===== src/rtl/meas_pkg.sv =====
package meas_pkg;
    localparam int CODE_W = 12;
    localparam int RES_W  = CODE_W + 1;
    localparam int NCH    = 4;
    localparam int CH_W   = $clog2(NCH);
    localparam int RES_MAX = (2 ** (RES_W - 1)) - 1;
    localparam int RES_MIN = -(2 ** (RES_W - 1));

    localparam logic [CH_W-1:0] CH_CELL1 = 2'd0;
    localparam logic [CH_W-1:0] CH_CELL2 = 2'd1;
    localparam logic [CH_W-1:0] CH_CUR   = 2'd2;
    localparam logic [CH_W-1:0] CH_TEMP  = 2'd3;

    typedef logic signed [CODE_W-1:0] code_t;
    typedef logic signed [RES_W-1:0]  res_t;
    typedef logic signed [RES_W:0]    wide_t;

    typedef enum logic [1:0] {ST_IDLE, ST_REF, ST_SIG} seq_st_e;

    function automatic res_t sat_res(input wide_t v);
        if (v > wide_t'(RES_MAX))      return res_t'(RES_MAX);
        else if (v < wide_t'(RES_MIN)) return res_t'(RES_MIN);
        else                           return res_t'(v);
    endfunction
endpackage


===== src/rtl/meas_diff.sv =====
module meas_diff
    import meas_pkg::*;
(
    input  code_t first,
    input  code_t second,
    input  logic  flip,
    input  logic  use_bias,
    input  res_t  bias,
    output res_t  raw,
    output res_t  res
);
    wide_t wide;

    always_comb begin
        if (flip) raw = res_t'(first) - res_t'(second);
        else      raw = res_t'(second) - res_t'(first);
        wide = wide_t'(raw) - (use_bias ? wide_t'(bias) : wide_t'(0));
        res  = sat_res(wide);
    end
endmodule


===== src/rtl/cal_div.sv =====
module cal_div #(
    parameter int          PW      = 24,
    parameter int          DW      = 12,
    parameter int unsigned DIVISOR = 1654
) (
    input  logic          clk,
    input  logic          rst_n,
    input  logic          go,
    input  logic [PW-1:0] dividend,
    output logic          done,
    output logic [PW-1:0] quot
);
    localparam int CNTW = $clog2(PW + 1);

    typedef struct packed {
        logic            busy;
        logic            done;
        logic [CNTW-1:0] cnt;
        logic [PW-1:0]   dvd;
        logic [DW-1:0]   rem;
        logic [PW-1:0]   q;
    } div_s;

    div_s q_q, d_d;
    logic [DW:0] trial_d;
    logic [DW:0] less_d;

    always_comb begin
        d_d      = q_q;
        d_d.done = 1'b0;
        trial_d  = {q_q.rem, q_q.dvd[PW-1]};
        less_d   = trial_d - (DW+1)'(DIVISOR);
        if (go) begin
            d_d.busy = 1'b1;
            d_d.dvd  = dividend;
            d_d.rem  = '0;
            d_d.q    = '0;
            d_d.cnt  = CNTW'(PW);
        end else if (q_q.busy) begin
            if (trial_d >= (DW+1)'(DIVISOR)) begin
                d_d.rem = less_d[DW-1:0];
                d_d.q   = {q_q.q[PW-2:0], 1'b1};
            end else begin
                d_d.rem = trial_d[DW-1:0];
                d_d.q   = {q_q.q[PW-2:0], 1'b0};
            end
            d_d.dvd = q_q.dvd << 1;
            d_d.cnt = q_q.cnt - 1'b1;
            if (q_q.cnt == CNTW'(1)) begin
                d_d.busy = 1'b0;
                d_d.done = 1'b1;
            end
        end
    end

    always_ff @(posedge clk) begin
        if (!rst_n) q_q <= '0;
        else        q_q <= d_d;
    end

    assign done = q_q.done;
    assign quot = q_q.q;

    // the controller never restarts the divider mid-division
    a_r9_no_restart: assert property (@(posedge clk) disable iff (!rst_n)
        go |-> !q_q.busy);
endmodule


===== src/rtl/meas_seq.sv =====
module meas_seq
    import meas_pkg::*;
#(
    parameter int                              NTHR     = 2,
    parameter int unsigned                     NOM_CODE = 1654,
    parameter logic [NTHR*meas_pkg::CODE_W-1:0] THR_INIT = {12'd1615, 12'd1654}
) (
    input  logic                                clk,
    input  logic                                rst_n,
    input  logic                                start,
    input  logic                                bias_arm,
    output logic                                adc_req,
    output logic [meas_pkg::CH_W-1:0]           adc_chan,
    output logic                                adc_step,
    output logic                                adc_gain_x4,
    input  logic                                adc_valid,
    input  logic signed [meas_pkg::CODE_W-1:0]  adc_code,
    output logic signed [meas_pkg::RES_W-1:0]   res_cell1,
    output logic signed [meas_pkg::RES_W-1:0]   res_cell2,
    output logic signed [meas_pkg::RES_W-1:0]   res_curr,
    output logic signed [meas_pkg::RES_W-1:0]   res_temp,
    output logic                                sweep_done,
    input  logic                                cal_start,
    input  logic [meas_pkg::CODE_W-1:0]         cal_code,
    output logic                                cal_busy,
    output logic [NTHR*meas_pkg::CODE_W-1:0]    thr_out
);
    localparam int PW   = 2 * CODE_W;
    localparam int IW   = (NTHR > 1) ? $clog2(NTHR) : 1;
    localparam int TMAX = (2 ** CODE_W) - 1;

    typedef struct packed {
        seq_st_e                      st;
        logic [CH_W-1:0]              chan;
        code_t                        first;
        logic                         done;
        res_t                         bias;
        logic                         arm;
        res_t [NCH-1:0]               res;
        logic                         cal_busy;
        logic [IW-1:0]                idx;
        logic [CODE_W-1:0]            code;
        logic                         div_go;
        logic [NTHR-1:0][CODE_W-1:0]  stage;
        logic [NTHR-1:0][CODE_W-1:0]  thr;
    } seq_s;

    seq_s q_q, d_d;

    res_t            raw_w, diff_w;
    logic            div_done_w;
    logic [PW-1:0]   quot_w;
    logic [PW-1:0]   dividend_w;
    logic [CODE_W-1:0] clip_w;

    meas_diff u_diff (
        .first   (q_q.first),
        .second  (adc_code),
        .flip    (q_q.chan == CH_TEMP),
        .use_bias(q_q.chan == CH_CUR),
        .bias    (q_q.bias),
        .raw     (raw_w),
        .res     (diff_w)
    );

    assign dividend_w = PW'(q_q.thr[q_q.idx]) * PW'(q_q.code);

    cal_div #(.PW(PW), .DW(CODE_W), .DIVISOR(NOM_CODE)) u_div (
        .clk     (clk),
        .rst_n   (rst_n),
        .go      (q_q.div_go),
        .dividend(dividend_w),
        .done    (div_done_w),
        .quot    (quot_w)
    );

    assign clip_w = (quot_w > PW'(TMAX)) ? CODE_W'(TMAX) : quot_w[CODE_W-1:0];

    always_comb begin
        d_d        = q_q;
        d_d.done   = 1'b0;
        d_d.div_go = 1'b0;

        // sweep sequencer
        case (q_q.st)
            ST_IDLE: if (start) begin
                d_d.st   = ST_REF;
                d_d.chan = CH_CELL1;
            end
            ST_REF: if (adc_valid) begin
                d_d.first = adc_code;
                d_d.st    = ST_SIG;
            end
            ST_SIG: if (adc_valid) begin
                if (q_q.chan == CH_CUR && q_q.arm) begin
                    d_d.bias         = raw_w;
                    d_d.res[q_q.chan] = '0;
                    d_d.arm          = 1'b0;
                end else begin
                    d_d.res[q_q.chan] = diff_w;
                end
                if (q_q.chan == CH_TEMP) begin
                    d_d.st   = ST_IDLE;
                    d_d.done = 1'b1;
                end else begin
                    d_d.chan = q_q.chan + 1'b1;
                    d_d.st   = ST_REF;
                end
            end
            default: d_d.st = ST_IDLE;
        endcase
        if (bias_arm) d_d.arm = 1'b1;

        // threshold calibration
        if (!q_q.cal_busy) begin
            if (cal_start) begin
                d_d.cal_busy = 1'b1;
                d_d.code     = cal_code;
                d_d.idx      = '0;
                d_d.div_go   = 1'b1;
            end
        end else if (div_done_w) begin
            d_d.stage[q_q.idx] = clip_w;
            if (q_q.idx == IW'(NTHR - 1)) begin
                d_d.thr      = d_d.stage;
                d_d.cal_busy = 1'b0;
            end else begin
                d_d.idx    = q_q.idx + 1'b1;
                d_d.div_go = 1'b1;
            end
        end
    end

    always_ff @(posedge clk) begin
        if (!rst_n) begin
            q_q     <= '0;
            q_q.st  <= ST_IDLE;
            q_q.thr <= THR_INIT;
        end else begin
            q_q <= d_d;
        end
    end

    assign adc_req     = (q_q.st != ST_IDLE);
    assign adc_step    = (q_q.st == ST_SIG);
    assign adc_chan    = q_q.chan;
    assign adc_gain_x4 = adc_req && (q_q.chan == CH_CUR);
    assign res_cell1   = q_q.res[CH_CELL1];
    assign res_cell2   = q_q.res[CH_CELL2];
    assign res_curr    = q_q.res[CH_CUR];
    assign res_temp    = q_q.res[CH_TEMP];
    assign sweep_done  = q_q.done;
    assign cal_busy    = q_q.cal_busy;
    assign thr_out     = q_q.thr;

    // request held with steady channel and step until accepted
    a_r1_req_hold: assert property (@(posedge clk) disable iff (!rst_n)
        (adc_req && !adc_valid) |=> (adc_req && $stable(adc_chan) && $stable(adc_step)));

    // leaving a signal step moves on to the next channel
    a_r2_chan_advance: assert property (@(posedge clk) disable iff (!rst_n)
        (adc_req && $fell(adc_step)) |-> (adc_chan == $past(adc_chan) + 1'b1));

    // accepted thermistor signal code yields the done pulse next cycle
    a_r7_done_after_temp: assert property (@(posedge clk) disable iff (!rst_n)
        (adc_req && adc_step && adc_valid && adc_chan == CH_TEMP) |=> sweep_done);

    // done lasts one cycle
    a_r7_done_single: assert property (@(posedge clk) disable iff (!rst_n)
        sweep_done |=> !sweep_done);

    // thresholds move only in the cycle calibration ends
    a_r9_thr_commit: assert property (@(posedge clk) disable iff (!rst_n)
        !$stable(thr_out) |-> (!cal_busy && $past(cal_busy)));
endmodule


===== config.mk =====
export PLATFORM = sky130hd
export DESIGN_NAME = meas_seq
export DESIGN_NICKNAME = d
export VERILOG_FILES = /design/src/rtl/meas_pkg.sv /design/src/rtl/meas_diff.sv /design/src/rtl/cal_div.sv /design/src/rtl/meas_seq.sv
export SDC_FILE = /design/constraint.sdc
export NUM_CORES = 1
export LEC_CHECK = 0
export ABC_AREA = 1
export BUFFER_PORTS_ARGS = -buffer_cell sky130_fd_sc_hd__clkbuf_2
export CELL_PAD_IN_SITES_DETAIL_PLACEMENT = 0
export CELL_PAD_IN_SITES_GLOBAL_PLACEMENT = 2
export CORE_MARGIN = 2
export CORE_UTILIZATION = 32
export DETAILED_ROUTE_END_ITERATION = 12
export GPL_TIMING_DRIVEN = 0
export PLACE_DENSITY_LB_ADDON = 0.1
export SLEW_MARGIN = 20
export SYNTH_ARGS = -nofsm -noshare
export SYNTH_HDL_FRONTEND = slang
export SYNTH_SLANG_ARGS = --single-unit

===== constraint.sdc =====
create_clock -name clk -period 5.04 [get_ports clk]
set_clock_uncertainty 0.05 [all_clocks]
set_input_delay 1.26 -clock clk [delete_from_list [all_inputs] [get_ports clk]]
set_output_delay 1.26 -clock clk [all_outputs]
set_load 0.005 [all_outputs]

==> results by group <==
Routing
  • Via count: 13900
  • WL/cell: 16.9 um
  • Post-Route WL: 50000 um
  • 1st-pass router iterations: 5
  • Iter 0 DRT Violations: 692
  • ANT nets after route: 0
  • DRC Markers: 0
  • Via density: 4.70

Worst hold path
  • Worst Hold Path EP: thr_out[7]$_SDFFE_PN0P_
  • Hold WC Path Type: reg2reg
  • Hold Path Stages: 2
  • Hold Startpoint: q_q[31]$_SDFFE_PN0P_

Power and ir drop
  • Power per cell area: 369 nW/um2
  • Peak VDD IR: 0.272 mV
  • Psw: 2.85 mW
  • Power share of the combinational group: 47.0%
  • Pint: 4.09 mW
  • Switching portion of total power: 41.1%
  • Seq pwr share: 24.4%
  • Clk pwr share: 28.6%
  • Pwr Total: 6.93 mW
  • Pleak: 9.03 nW

STA
  • Period minus WS final: 5170 ps
  • Worst-Margin Slew: 1030 ps
  • Final setup violation count: 13
  • Slew HR: 31.5%
  • Fin crit share: 103%
  • Final Hold Fails: 0
  • RSZ-0062 raised after global routing: true
  • Fmax: 194 MHz
  • Slack of the critical path: -126 ps
  • Final slew viol count: 0

Final layout
  • Area grow syn2layout: 22.9%
  • Filler cells: 5101
  • Layout Nets: 2573
  • Layout cells sized above 1: 20.6%
  • Post-Route Utilization: 39.6%
  • Diodes inserted: 0

Floorplanning
  • Area of the core: 47400 um2
  • I/O Pins: 113
  • FP Rows: 80
  • Die footprint: 49600 um2
  • Overall die width: 223 um
  • Die height: 223 um
  • Initial Util: 32.3%

Global routing
  • Initial antenna violation count: 0
  • Met2 GRT Util: 36.6%
  • Gr ovfl total: 0
  • GRT Total Usage: 20.7%
  • Met3 usage: 2.35%
  • Met1 track demand over resource: 26.7%
  • Largest net degree at the start of global routing: 14
  • Most crowded layer after global routing: met2
  • Vias in the first global route: 14400
  • First-pass GRT wire length: 80700 um

Logic synthesis
  • Syn_nets: 2385
  • Async S/R FF share, synth: 0%
  • Synth cell count leaders: nand2_1 (474), inv_1 (358), dfxtp_1 (201), a21oi_1 (198), o21ai_0 (159)
  • Most frequent cell after synthesis: nand2_1
  • Synthesis-stage register bit count: 201
  • Synth area leader: dfxtp_1
  • Post-synthesis cell count: 2146
  • Unique cell type count in the Yosys netlist: 45
  • Cell Area, Synth: 15300 um2
  • Largest cells by area after synthesis: dfxtp_1 (26%), fa_1 (13%), nand2_1 (12%)
  • EDFF count, synth: 0
  • Share of the synthesized area in the top cell type: 26.3%
  • Mean Syn Cell Area: 7.13 um2
  • Register area share after synthesis: 26.3%
  • Synthesis Warnings: 0
  • Top_reg_cell synth: dfxtp_1

Setup path
  • FF-to-FF path depth: 22
  • Crit path required time: 5410 ps
  • Max incr delay on CP: 540 ps
  • R2r setup slk: -130 ps
  • Critical path class: reg2reg
  • Worst reg2reg endpoint: u_div.q_q[57]$_SDFFE_PN0P_
  • Top Family by Delay on Critical Path: adder cells
  • CP endpoint kind: flop
  • Reg-to-reg startpoint: q_q[61]$_SDFFE_PN0P_
  • Most frequent CP cell: fa_1
  • Crit-path slowest cell: fa_1
  • CP cell instances: clkbuf_16 > o21ai_4 > clkinv_4 > nand2_4 > fa_1 > fa_1 > fa_1 > inv_2 > fa_1 > inv_2 > fa_1 > inv_2 > ha_4 > a21o_1 > a21oi_2 > nand2_1 > nand2_2 > nand3_1 > nand2_1 > nand3_2 > nand2_1 > a21oi_1
  • Crit Path Max Fanout: 10
  • Startpoint types: flop
  • Critical Path AT: 5540 ps
  • Critical path buffers and inverters: 5

Clock tree
  • Root buffer cell: clkbuf_16
  • # H-tree levels: 1
  • Clock Sinks: 201
  • Clock tree buffer depth: 3
  • Clk slew on worst S/H paths: 60 ps
  • Clk Latency, worst-skew pair: 570 ps
  • CTS tree: built
  • Total CTS buffers: 26

Placement
  • Final HPWL DP: 39200 um
  • Port Buffers: 112
  • RD Place Congestion: 0.833

Run
  • Max-cap violations: 0

Status
  • Status: finished, violations left
  • Violated checks: setup timing
[metrics by stage]
step	hold WS [ps]	instances	cell area, um2	setup WS (ps)	TNS, ps
final	412	2966	18800	-126	-867
after global routing	431	2966	18800	-378	-4310
after CTS	414	2952	18500	-90.1	-654
after detailed placement	404	2873	16600	-1460	-20880
after global placement	400	2873	16600	-1490	-21670
after floorplan	380	2146	15300	-27.5	-27.5
[cell type report]
type	instances	area, um2	area share [%]
clock inverters	13	184	0.978
repair buffers	160	991	5.27
plain buffers	154	943	5.02
clock buffers	32	703	3.74
flip-flops and latches	201	4030	21.4
multi-input cells	1425	9750	51.9
well taps	615	769	4.09
inverters	366	1430	7.62
[logic make-up after synthesis]
logic type | share of synthesized area [%]
muxes | 0.0654
xor gates and xnor gates | 1.89
DFF | 26.3
buffers and inverters | 14.8
adders and majority gates | 22.1
AOI/OAI and AO/OA | 14.3
and+or+nand+nor | 20.5
[power groups by stage]
stage               Combinational, mW  Sequential [mW]  Clock [mW]
detailed placement               2.44             1.73           0
CTS                              3.11             1.69        2.05
finish                           3.26             1.69        1.98
floorplan                        1.70             1.71           0
global placement                 2.47             1.73           0
global route                     3.67             1.70        2.10
[layer usage]
layer  vias up  share of wire (%)
met5         -                  0
met4         0                2.5
met3        63                3.1
met2       197                 48
met1      6634                 46
li1       7046                  -
[what timing repair did]
item | in CTS | in global routing
buffers inserted | 33 | 14
resized for setup | 190 | 53
gates cloned | 1 | 0
setup endpoints to repair | 18 | 17
pin swaps | 84 | 37
hold buffers | 0 | 0
[worst register-to-register path: stages (launching register included)]
cell       delay [ps]
dfxtp_4           370
clkbuf_16         180
o21ai_4           300
clkinv_4          160
nand2_4           100
fa_1              410
fa_1              510
fa_1              540
inv_2              50
fa_1              500
inv_2              40
fa_1              540
inv_2              50
ha_4              230
a21o_1            230
a21oi_2           200
nand2_1           100
nand2_2            80
nand3_1            80
nand2_1            80
nand3_2            70
nand2_1            80
a21oi_1            50
[placed cells by master (no fill, tap or decap), drive strengths merged, types with 12 or more instances in the layout]
cell / netlist / layout
a21oi: 202 / 202
a31oi: 20 / 20
buf: 87 / 134
clkbuf: 67 / 212
clkinv: 5 / 12
dfxtp: 201 / 201
fa: 103 / 103
ha: 106 / 106
inv: 361 / 356
nand2: 480 / 480
nand3: 83 / 83
nand4: 13 / 13
nor2: 162 / 162
o21ai: 164 / 164
or2: 16 / 16
xor2: 26 / 26
[worst max-delay path by stage]
| stage | start | endpoint | slack [ps] | cells after the start |
|---|---|---|---|---|
| 6_report | q_q[61]$_SDFFE_PN0P_ | u_div.q_q[57]$_SDFFE_PN0P_ | -130 | 22 |
| 3_3_place_gp | q_q[61]$_SDFFE_PN0P_ | u_div.q_q[50]$_SDFFE_PN0P_ | -1490 | 22 |
| 4_1_cts | q_q[61]$_SDFFE_PN0P_ | u_div.q_q[57]$_SDFFE_PN0P_ | -90 | 24 |
| 3_5_place_dp | q_q[61]$_SDFFE_PN0P_ | u_div.q_q[49]$_SDFFE_PN0P_ | -1460 | 19 |
| 2_1_floorplan | q_q[61]$_SDFFE_PN0P_ | u_div.q_q[56]$_SDFFE_PN0P_ | -30 | 24 |
| 5_1_grt | q_q[61]$_SDFFE_PN0P_ | u_div.q_q[59]$_SDFFE_PN0P_ | -380 | 26 |
No activity file was read; power rests on OpenSTA's default activity.
